[src/rtl/frame_responder_pkg.sv]
package frame_responder_pkg;
  typedef enum logic [1:0] {
    TX_IDLE = 2'd0,
    TX_WAIT = 2'd1,
    TX_SEND = 2'd2
  } tx_state_e;
endpackage

[src/rtl/frame_gate.sv]
module frame_gate #(
  parameter int LEN_W     = 4,
  parameter int EMPTY_MAX = 4,
  parameter int SKIP_LEN  = 6
) (
  input  logic             accept_i,
  input  logic [LEN_W-1:0] bits_i,
  output logic             check_o
);
  logic too_short, reserved;

  assign too_short = bits_i <= LEN_W'(EMPTY_MAX);
  assign reserved  = bits_i == LEN_W'(SKIP_LEN);
  assign check_o   = accept_i && !too_short && !reserved;
endmodule

[src/rtl/query_table.sv]
module query_table #(
  parameter int LEN_W   = 4,
  parameter int DATA_W  = 16,
  parameter int ENTRIES = 1,
  parameter logic [ENTRIES*LEN_W-1:0]  Q_LEN  = '0,
  parameter logic [ENTRIES*DATA_W-1:0] Q_DATA = '0,
  parameter logic [ENTRIES*LEN_W-1:0]  R_LEN  = '0,
  parameter logic [ENTRIES*DATA_W-1:0] R_DATA = '0
) (
  input  logic [LEN_W-1:0]  bits_i,
  input  logic [DATA_W-1:0] data_i,
  output logic              hit_o,
  output logic [LEN_W-1:0]  resp_len_o,
  output logic [DATA_W-1:0] resp_data_o
);
  logic [ENTRIES-1:0] hit_vec;

  for (genvar i = 0; i < ENTRIES; i++) begin : g_cmp
    assign hit_vec[i] = (bits_i == Q_LEN[i*LEN_W +: LEN_W]) &&
                        (data_i == Q_DATA[i*DATA_W +: DATA_W]);
  end

  // scan downward so the lowest index overrides
  always_comb begin
    hit_o       = 1'b0;
    resp_len_o  = '0;
    resp_data_o = '0;
    for (int i = ENTRIES - 1; i >= 0; i--) begin
      if (hit_vec[i]) begin
        hit_o       = 1'b1;
        resp_len_o  = R_LEN[i*LEN_W +: LEN_W];
        resp_data_o = R_DATA[i*DATA_W +: DATA_W];
      end
    end
  end
endmodule

[src/rtl/resp_serializer.sv]
module resp_serializer
  import frame_responder_pkg::*;
#(
  parameter int LEN_W      = 4,
  parameter int DATA_W     = 16,
  parameter int COUNT_W    = 12,
  parameter int START_TICK = 490,
  parameter int BIT_TICKS  = 150
) (
  input  logic               clk_i,
  input  logic               rst_ni,
  input  logic               load_i,
  input  logic [LEN_W-1:0]   len_i,
  input  logic [DATA_W-1:0]  data_i,
  input  logic               tick_i,
  input  logic [COUNT_W-1:0] tick_count_i,
  output logic               sdata_o,
  output logic               busy_o
);
  localparam int TIMER_W = $clog2(BIT_TICKS);
  localparam logic [TIMER_W-1:0] TIMER_LAST = TIMER_W'(BIT_TICKS - 1);

  tx_state_e          state_q;
  logic [DATA_W-1:0]  shreg_q;
  logic [LEN_W-1:0]   left_q;
  logic [TIMER_W-1:0] timer_q;
  logic               sdata_q;
  logic               sending;

  assign sending = state_q == TX_SEND;

  always_ff @(posedge clk_i or negedge rst_ni) begin
    if (!rst_ni) begin
      state_q <= TX_IDLE;
      shreg_q <= '0;
      left_q  <= '0;
      timer_q <= '0;
      sdata_q <= 1'b0;
    end else begin
      unique case (state_q)
        TX_IDLE: begin
          if (load_i) begin
            state_q <= TX_WAIT;
            shreg_q <= data_i;
            left_q  <= len_i;
          end
        end
        TX_WAIT: begin
          if (tick_i && tick_count_i >= COUNT_W'(START_TICK)) begin
            state_q <= TX_SEND;
            sdata_q <= shreg_q[0];
            shreg_q <= shreg_q >> 1;
            timer_q <= '0;
          end
        end
        TX_SEND: begin
          if (tick_i) begin
            if (timer_q == TIMER_LAST) begin
              timer_q <= '0;
              if (left_q == LEN_W'(1)) begin
                state_q <= TX_IDLE;
                sdata_q <= 1'b0;
                left_q  <= '0;
              end else begin
                sdata_q <= shreg_q[0];
                shreg_q <= shreg_q >> 1;
                left_q  <= left_q - LEN_W'(1);
              end
            end else begin
              timer_q <= timer_q + TIMER_W'(1);
            end
          end
        end
        default: state_q <= TX_IDLE;
      endcase
    end
  end

  assign sdata_o = sdata_q;
  assign busy_o  = state_q != TX_IDLE;

  AST_IDLE_LINE_LOW: assert property (@(posedge clk_i) disable iff (!rst_ni)
    !busy_o |-> !sdata_o);
  AST_START_AT_OFFSET: assert property (@(posedge clk_i) disable iff (!rst_ni)
    $rose(sending) |-> ($past(tick_i) && ($past(tick_count_i) >= COUNT_W'(START_TICK))));
  AST_BIT_HOLD: assert property (@(posedge clk_i) disable iff (!rst_ni)
    (sending && !(tick_i && timer_q == TIMER_LAST)) |=> $stable(sdata_o));
endmodule

[src/rtl/frame_responder.sv]
module frame_responder #(
  parameter int LEN_W      = 4,
  parameter int DATA_W     = 16,
  parameter int COUNT_W    = 12,
  parameter int EMPTY_MAX  = 4,
  parameter int SKIP_LEN   = 6,
  parameter int START_TICK = 490,
  parameter int BIT_TICKS  = 150,
  parameter int ENTRIES    = 1,
  parameter logic [ENTRIES*LEN_W-1:0]  QUERY_LEN  = 4'd7,
  parameter logic [ENTRIES*DATA_W-1:0] QUERY_DATA = 16'h0055,
  parameter logic [ENTRIES*LEN_W-1:0]  RESP_LEN   = 4'd6,
  parameter logic [ENTRIES*DATA_W-1:0] RESP_DATA  = 16'h003B
) (
  input  logic               clk_i,
  input  logic               rst_ni,
  input  logic               frame_valid_i,
  input  logic [LEN_W-1:0]   frame_bits_i,
  input  logic [DATA_W-1:0]  frame_data_i,
  input  logic               tick_i,
  input  logic [COUNT_W-1:0] tick_count_i,
  output logic               sdata_o,
  output logic               busy_o,
  output logic               match_o
);
  logic              accept, check, hit, load, match_q;
  logic [LEN_W-1:0]  resp_len;
  logic [DATA_W-1:0] resp_data;

  assign accept = frame_valid_i && !busy_o;

  frame_gate #(
    .LEN_W(LEN_W), .EMPTY_MAX(EMPTY_MAX), .SKIP_LEN(SKIP_LEN)
  ) u_gate (
    .accept_i(accept), .bits_i(frame_bits_i), .check_o(check)
  );

  query_table #(
    .LEN_W(LEN_W), .DATA_W(DATA_W), .ENTRIES(ENTRIES),
    .Q_LEN(QUERY_LEN), .Q_DATA(QUERY_DATA), .R_LEN(RESP_LEN), .R_DATA(RESP_DATA)
  ) u_table (
    .bits_i(frame_bits_i), .data_i(frame_data_i), .hit_o(hit),
    .resp_len_o(resp_len), .resp_data_o(resp_data)
  );

  assign load = check && hit;

  always_ff @(posedge clk_i or negedge rst_ni) begin
    if (!rst_ni)    match_q <= 1'b0;
    else if (check) match_q <= hit;
  end
  assign match_o = match_q;

  resp_serializer #(
    .LEN_W(LEN_W), .DATA_W(DATA_W), .COUNT_W(COUNT_W),
    .START_TICK(START_TICK), .BIT_TICKS(BIT_TICKS)
  ) u_ser (
    .clk_i(clk_i), .rst_ni(rst_ni), .load_i(load), .len_i(resp_len),
    .data_i(resp_data), .tick_i(tick_i), .tick_count_i(tick_count_i),
    .sdata_o(sdata_o), .busy_o(busy_o)
  );

  AST_EMPTY_IGNORED: assert property (@(posedge clk_i) disable iff (!rst_ni)
    (frame_valid_i && !busy_o && frame_bits_i <= LEN_W'(EMPTY_MAX)) |=> ($stable(match_o) && !busy_o));
  AST_SKIP_LEN_IGNORED: assert property (@(posedge clk_i) disable iff (!rst_ni)
    (frame_valid_i && !busy_o && frame_bits_i == LEN_W'(SKIP_LEN)) |=> ($stable(match_o) && !busy_o));
  AST_MATCH_HELD_BUSY: assert property (@(posedge clk_i) disable iff (!rst_ni)
    busy_o |=> $stable(match_o));
endmodule

[config.mk]
export PLATFORM = sky130hd
export DESIGN_NAME = frame_responder
export DESIGN_NICKNAME = d
export VERILOG_FILES = /design/src/rtl/frame_responder_pkg.sv /design/src/rtl/frame_gate.sv /design/src/rtl/query_table.sv /design/src/rtl/resp_serializer.sv /design/src/rtl/frame_responder.sv
export SDC_FILE = /design/constraint.sdc
export NUM_CORES = 1
export LEC_CHECK = 0
export BUFFER_PORTS_ARGS = -buffer_cell sky130_fd_sc_hd__clkbuf_2
export CAP_MARGIN = 0
export CORE_MARGIN = 3
export CORE_UTILIZATION = 37
export DETAILED_ROUTE_END_ITERATION = 10
export GPL_ROUTABILITY_DRIVEN = 0
export PLACE_DENSITY = 0.62
export SLEW_MARGIN = 20
export SYNTH_ARGS = -nofsm -noshare
export SYNTH_HDL_FRONTEND = slang
export SYNTH_HIERARCHICAL = 1
export SYNTH_SLANG_ARGS = --single-unit
[constraint.sdc]
create_clock -name clk_i -period 2.1 [get_ports clk_i]
set_clock_uncertainty 0.05 [all_clocks]
set_input_delay 0 -clock clk_i [delete_from_list [all_inputs] [get_ports clk_i]]
set_output_delay 0 -clock clk_i [all_outputs]
set_load 0.05 [all_outputs]
==> impl_summary.log, run 1 <==
[metrics] global routing met3 resource utilization: 3.29%
[metrics] number of filler instances in the final layout: 495
[metrics] Syn Std Cell Area: 2120 um2
[metrics] Clock Path Buffers: 2
[metrics] final WL: 4020 um
[metrics] final net count: 292
[metrics] cell class contributing the biggest share of worst-path delay: simple AND/OR/NAND/NOR gates
[metrics] setup TNS: 0 ns
[metrics] CTS clock-pin slew for the worst setup and hold paths: 0.07 ns
[metrics] share of Yosys cell area claimed by the top area cell type: 37.8%
[metrics] most utilized layer in the global route result: met2
[metrics] global-route total usage across every layer: 13.3%
[metrics] half-perimeter wire length of the detailed placement result: 2890 um
[metrics] library cell used as clock root buffer: clkbuf_8
[metrics] VDD IR max: 848 uV
[metrics] run status: completed
[metrics] Reg2Reg Launch Point: u_ser/state_q[0]
[metrics] most frequent standard cell in the layout excluding fill and tap cells: clkbuf_2
[metrics] Synth area leaders: dfrtp_1 (38%), mux2_2 (12%), mux2_4 (7.8%)
[metrics] grt met2 use: 23.5%
[metrics] most frequent cells in the layout: clkbuf_2 (37), dfrtp_1 (32), buf_4 (21), mux2_2 (21)
[metrics] number of design-rule violations left by the first detailed-router iteration: 81
[metrics] category of the worst setup path capture point: register
[metrics] dominant register cell in the synthesized netlist: dfrtp_1
[metrics] routed vias: 1573
[metrics] number of CTS-inserted buffers: 5
[metrics] Maximum Capacitance Violations: 0
[metrics] highest achievable clock rate: 0.487 GHz
[metrics] # clock sinks: 32
[metrics] Global Route met1 Usage: 16.0%
[metrics] Hold Crit Class: in -> reg
[metrics] area of the core: 5300 um2
[metrics] origin of the worst min-delay path: frame_bits_i[3]
[metrics] CTS tree: built
[metrics] share of synthesized area occupied by flip-flops and latches: 37.8%
[metrics] number of global-route vias before repair: 1575
[metrics] synthesis-stage register bit count: 32
[metrics] first-pass iteration count of the detailed router: 4
[metrics] H-tree lvl count: 2
[metrics] count of endpoints failing hold in the final timing report: 0
[metrics] instance count of the mapped netlist: 192
[metrics] part of the cycle the worst path needs: 97.9%
[metrics] per-cell via count in the routed design: 4.95
[metrics] I/O Buffers: 37
[metrics] number of routed nets with antenna violations: 0
[metrics] DRC errors left: 0
[metrics] count of boundary I/O pins: 39
[metrics] count of buffer and inverter cells on the critical path: 3
[metrics] insertion delay to the later sink of the worst-skew pair: 0.28 ns
[metrics] WS Path Type: reg -> reg
[metrics] standby leakage power: 0.00124 uW
[metrics] mean cell area of the mapped netlist: 11.0 um2
[metrics] pin count of the biggest net entering global routing: 33
[metrics] total power divided by cell area: 1390 nW/um2
[metrics] Routed WL per cell: 12.6 um
[metrics] Tightest Pin Transition: 0.797 ns
[metrics] Die Y: 81.6 um
[metrics] worst path cell trace: inv_2 -> ha_4 -> clkinvlp_4 -> nor2b_1 -> nor2b_4 -> and2_4 -> o22a_4 -> nand4bb_4 -> clkbuf_16 -> mux2_4
[metrics] startpoint type of the worst setup path: register
[metrics] unique cell type count in the Yosys netlist: 47
[metrics] yosys warns: 6
[metrics] max-slew headroom at the worst pin: 46.9%
[metrics] time the final worst path needs with I/O delays and setup: 2.06 ns
[metrics] Area Overhead vs Synth: 24.2%
[metrics] number of enable-type register cells in the synthesized netlist: 0
[metrics] largest area contributor in the synthesized netlist: dfrtp_1
[metrics] width of the die: 81.6 um
[metrics] antenna violations before repair: 0
[metrics] effective utilization at floorplan: 39.9%
[metrics] share of final-layout standard cells stronger than drive strength 1: 48.0%
[metrics] number of diodes added for antenna fixing: 0
[metrics] Total Die Area: 6660 um2
[metrics] highest fanout seen on the critical path: 8
[metrics] final core utilization: 49.6%
[metrics] Worst Path Arrival: 2.18 ns
[metrics] worst hold-check slack: 0.212 ns
[metrics] fin. max-slew vios: 0
[metrics] share of flip-flops with an asynchronous set or reset: 100%
[metrics] launching instance or port of the critical path: u_ser/state_q[0]
[metrics] setup repair after global routing missed its margin: true
[metrics] WP data required: 2.23 ns
[metrics] number of failing setup endpoints in the final timing report: 0
[metrics] cell with the biggest individual delay on the critical path: dfrtp_1
[metrics] grt ovf: 0
[metrics] first-pass GRT wire length: 6830 um
[metrics] # rows: 26
[metrics] delay of the slowest cell on the worst path: 0.40 ns
==> cell type report <==
| class | count | area (um2) | area share (%) |
|---|---|---|---|
| sequential | 32 | 801 | 30.5 |
| tap | 70 | 87.6 | 3.33 |
| multi-input combinational | 139 | 1210 | 46.2 |
| clock inverter | 3 | 23.8 | 0.905 |
| inverter | 8 | 33.8 | 1.29 |
| timing repair buffer | 61 | 398 | 15.1 |
| clock buffer | 5 | 68.8 | 2.62 |
==> routing by layer <==
metal / wire [um] / part of all wire [%] / up-vias
li1: - / - / 775
met1: 1810 / 45 / 772
met2: 2010 / 50 / 24
met3: 168 / 4.2 / 2
met4: 26 / 0.65 / 0
met5: 0 / 0 / -
==> metrics by stage <==
step	area (um2)	instances	setup WS (ns)	power [uW]
finish	2630	318	0.0446	3660
global route	2630	318	-0.0338	3930
CTS	2580	314	0.00195	3610
detailed placement	2420	302	0.0177	2930
global placement	2420	302	0.0292	2900
floorplan	2200	204	-0.351	2500
==> Yosys cell counts, types with 4 or more instances <==
cell type	number
nand2_1	7
ha_1	9
inv_1	8
o31ai_1	7
dfrtp_1	32
mux2_4	11
buf_4	20
mux2_2	23
nand3_1	4
nor2b_1	6
o21ai_0	12
==> state kept, by name (all words and copies together) (netlist names) <==
name and count:
u_ser/timer_q 8, u_ser/left_q 4, u_ser/sdata_o 1, u_ser/shreg_q 16, match_o 1, u_ser/state_q 2
==> worst min-delay path, delay by kind of cell <==
family | cells | cell delay [ns]
and+or+nand+nor | 1 | 0.11
AOI/OAI and AO/OA | 1 | 0.06
buffers and inverters | 2 | 0.21
muxes | 1 | 0.14
==> worst paths after layout <==
check | endpoint | slack (ns) | cells after the start
max | u_ser/shreg_q[4] | 0.04 | 10
min | match_o | 0.21 | 5
max reg2reg | u_ser/shreg_q[4] | 0.04 | 10
min reg2reg | u_ser/timer_q[7] | 0.44 | 1
max in group asynchronous | u_ser/shreg_q[13] | 1.22 | 2
min in group asynchronous | u_ser/left_q[0] | 0.27 | 2
==> power breakdown <==
group	switching [uW]	internal [uW]	leakage, uW	total, uW
registers	133	841	0.000414	974
logic	898	1300	0.000784	2200
clock network	252	234	0.0000404	486
==> kinds of logic (layout without fill, tap and decap cells) <==
group	Yosys count	after routing	synth area share (%)
flops	32	32	37.8
other cells	1	13	0.177
buf+inv	33	77	9.82
fa+ha+maj	9	9	5.32
simple gates	44	44	14.1
compound gates	38	38	12.2
mux	35	35	20.5
==> repair_timing <==
action                                  4_1_cts  5_1_grt
resized for setup                             2        6
endpoints found under the hold margin        32        0
endpoints found under the setup margin        9       22
gates cloned                                  1        0
pin swaps                                     0        2
hold buffers                                  1        0
setup buffers                                 2        4
Note: power is estimated with default switching activity, not from simulation.
==> inputs of run 2 (changes only) <==
--- a/config.mk
+++ b/config.mk
@@ -7,6 +7,7 @@
 export LEC_CHECK = 0
 export BUFFER_PORTS_ARGS = -buffer_cell sky130_fd_sc_hd__clkbuf_2
 export CAP_MARGIN = 0
+export CORE_ASPECT_RATIO = 1.2
 export CORE_MARGIN = 3
 export CORE_UTILIZATION = 37
 export DETAILED_ROUTE_END_ITERATION = 10
==> run 2 against run 1 <==
Combinational power decreased by 2%. Non-clock buffer count increased by 1. Count of clock-buffer cells in the layout increased by 3. Total power decreased by 1.2%. Critical endpoint is now u_ser/shreg_q[13]. Register-to-register slack got worse by 0.02 ns.
==> impl_summary.log, run 2 (same netlist as run 1, synthesis figures left out) <==
[metrics] standby leakage power: 0.00125 uW (+0.71%)
[metrics] run status: completed
[metrics] number of CTS-inserted buffers: 5 (unchanged)
[metrics] effective utilization at floorplan: 39.1% (-0.77 points)
[metrics] Maximum Capacitance Violations: 0 (unchanged)
[metrics] origin of the worst min-delay path: tick_i
[metrics] number of failing setup endpoints in the final timing report: 0 (unchanged)
[metrics] worst hold-check slack: 0.257 ns (+0.0456 ns)
[metrics] category of the worst setup path capture point: register
[metrics] Total Die Area: 6670 um2 (about the same)
[metrics] WP data required: 2.21 ns (-0.02 ns)
[metrics] Hold Crit Class: in -> reg
[metrics] CTS clock-pin slew for the worst setup and hold paths: 0.07 ns (about the same)
[metrics] pin count of the biggest net entering global routing: 33 (unchanged)
[metrics] number of diodes added for antenna fixing: 0 (unchanged)
[metrics] most frequent cells in the layout: clkbuf_2 (37), dfrtp_1 (32), buf_4 (22), mux2_2 (22), conb_1 (13)
[metrics] total power divided by cell area: 1380 nW/um2 (-0.63%)
[metrics] register with the most flip-flops: u_ser/shreg_q
[metrics] VDD IR max: 622 uV (-27%)
[metrics] number of filler instances in the final layout: 505 (+2.0%)
[metrics] per-cell via count in the routed design: 4.96 (+0.30%)
[metrics] hold path cells: 6 (+1)
[metrics] Die Y: 88.8 um (+8.8%)
[metrics] antenna violations before repair: 0 (unchanged)
[metrics] insertion delay to the later sink of the worst-skew pair: 0.28 ns (about the same)
[metrics] Tightest Pin Transition: 0.795 ns (-0.00202 ns)
[metrics] count of endpoints failing hold in the final timing report: 0 (unchanged)
[metrics] Post-Layout Cell Count: 311 (-2.2%)
[metrics] worst path cell trace: inv_2 -> ha_4 -> clkinvlp_4 -> nor2b_1 -> nor2b_4 -> and2_4 -> o22a_4 -> nand4bb_4 -> clkbuf_16 -> mux2_4
[metrics] share of final-layout standard cells stronger than drive strength 1: 46.6% (-1.4 points)
[metrics] hold endpoint: u_ser/left_q[3]
[metrics] Routed WL per cell: 12.8 um (+1.5%)
[metrics] number of routed nets with antenna violations: 0 (unchanged)
[metrics] biggest regs: u_ser/shreg_q x16, u_ser/timer_q x8, u_ser/left_q x4
[metrics] time the final worst path needs with I/O delays and setup: 2.08 ns (+0.0211 ns)
[metrics] grt ovf: 0 (unchanged)
[metrics] # rows: 29 (+12%)
[metrics] first-pass GRT wire length: 6700 um (-1.9%)
[metrics] DRC errors left: 0 (unchanged)
[metrics] Critical R2R Capture: u_ser/shreg_q[13]
[metrics] half-perimeter wire length of the detailed placement result: 2890 um (about the same)
[metrics] area of the core: 5410 um2 (+2.0%)
[metrics] highest achievable clock rate: 0.482 GHz (-1.0%)
[metrics] highest fanout seen on the critical path: 8 (unchanged)
[metrics] fin. max-slew vios: 0 (unchanged)
[metrics] WS Path Type: reg -> reg
[metrics] library cell used as clock root buffer: clkbuf_8
[metrics] max-slew headroom at the worst pin: 47.0% (+0.13 points)
[metrics] number of design-rule violations left by the first detailed-router iteration: 64 (-21%)
[metrics] cell class contributing the biggest share of worst-path delay: simple AND/OR/NAND/NOR gates
[metrics] Register-to-Register Setup Slack: 0.02 ns (-0.02 ns)
[metrics] Reg2Reg Launch Point: u_ser/state_q[1]
[metrics] Worst Path Arrival: 2.19 ns (about the same)
[metrics] Area Overhead vs Synth: 23.4%
[metrics] final core utilization: 48.3% (-1.3 points)
[metrics] cell with the biggest individual delay on the critical path: dfrtp_1
[metrics] delay of the slowest cell on the worst path: 0.39 ns (about the same)
[metrics] # clock sinks: 32 (unchanged)
[metrics] part of the cycle the worst path needs: 98.9% (+1.0 points)
[metrics] most frequent standard cell in the layout excluding fill and tap cells: clkbuf_2
[metrics] number of global-route vias before repair: 1489 (-5.5%)
[metrics] global-route total usage across every layer: 13.1% (-0.21 points)
[metrics] final WL: 3990 um (-0.72%)
[metrics] setup repair after global routing missed its margin: true
[metrics] H-tree lvl count: 2 (unchanged)
[metrics] number of placed instances, taps included: 296 (-2.0%)
[metrics] width of the die: 75.0 um (-8.1%)
[metrics] routed vias: 1543 (-1.9%)
[metrics] count of buffer and inverter cells on the critical path: 3 (unchanged)
[metrics] FF-to-FF path depth: 10 (unchanged)
[metrics] flip-flop count of the largest register after layout: 16 (unchanged)
[metrics] startpoint type of the worst setup path: register
[metrics] final net count: 293 (+0.34%)
[metrics] CTS tree: built
[metrics] first-pass iteration count of the detailed router: 5 (+1)
[metrics] Clock Path Buffers: 2 (unchanged)
[metrics] count of boundary I/O pins: 39 (unchanged)
[metrics] I/O Buffers: 37 (unchanged)
run 2: layout make-up:
type / count / area (um2) / area share (%)
Inverter: 8 / 33.8 / 1.29
Clock buffer: 8 / 90.1 / 3.45
Multi-Input combinational cell: 139 / 1200 / 46.1
Timing Repair Buffer: 62 / 405 / 15.5
Tap cell: 62 / 77.6 / 2.97
Sequential cell: 32 / 801 / 30.7
run 2: repair_timing:
item,CTS,global route
endpoints found under the hold margin,32,0
hold buffers,1,0
endpoints found under the setup margin,0,16
setup buffers,0,5
gates resized for setup,0,4
run 2: power by group:
part	internal, uW	switching (uW)
combinational	1270	880
sequential	842	134
clock	267	217
run 2: worst min-delay path, cell delays in order:
cell and delay [ns]:
clkbuf_2 0.11, inv_1 0.07, nor3_2 0.05, o2111ai_1 0.07, o21ai_0 0.08, a21oi_1 0.15
run 2: metal layers:
| layer | vias up | wire length [um] | GRT usage (%) |
|---|---|---|---|
| met5 | - | 0 | 0 |
| met4 | 0 | 67 | 5.83 |
| met3 | 5 | 126 | 2.50 |
| met2 | 20 | 2010 | 22.1 |
| met1 | 737 | 1780 | 16.0 |
| li1 | 781 | - | - |
run 2: how the worst max path moves through the flow:
stage / from / end / slack [ns] / depth (start not counted)
finish: u_ser/state_q[1] / u_ser/shreg_q[13] / 0.02 / 10
global route: u_ser/state_q[1] / u_ser/shreg_q[13] / -0.1 / 10
CTS: u_ser/state_q[1] / u_ser/shreg_q[12] / 0.004 / 10
detailed placement: u_ser/state_q[1] / u_ser/shreg_q[12] / 0.03 / 10
global placement: u_ser/state_q[1] / u_ser/shreg_q[7] / 0.03 / 10
floorplan: u_ser/state_q[1] / u_ser/shreg_q[0] / -0.35 / 11
run 2: per-stage QoR:
stage	setup TNS [ns]	setup slack [ns]	power, uW	instance area (um2)
2_1_floorplan	-4.92	-0.351	2500	2200
3_3_place_gp	0	0.0342	2910	2420
3_5_place_dp	0	0.0265	2950	2420
4_1_cts	0	0.00360	3460	2520
5_1_grt	-1.32	-0.0978	3900	2610
6_report	0	0.0235	3620	2610
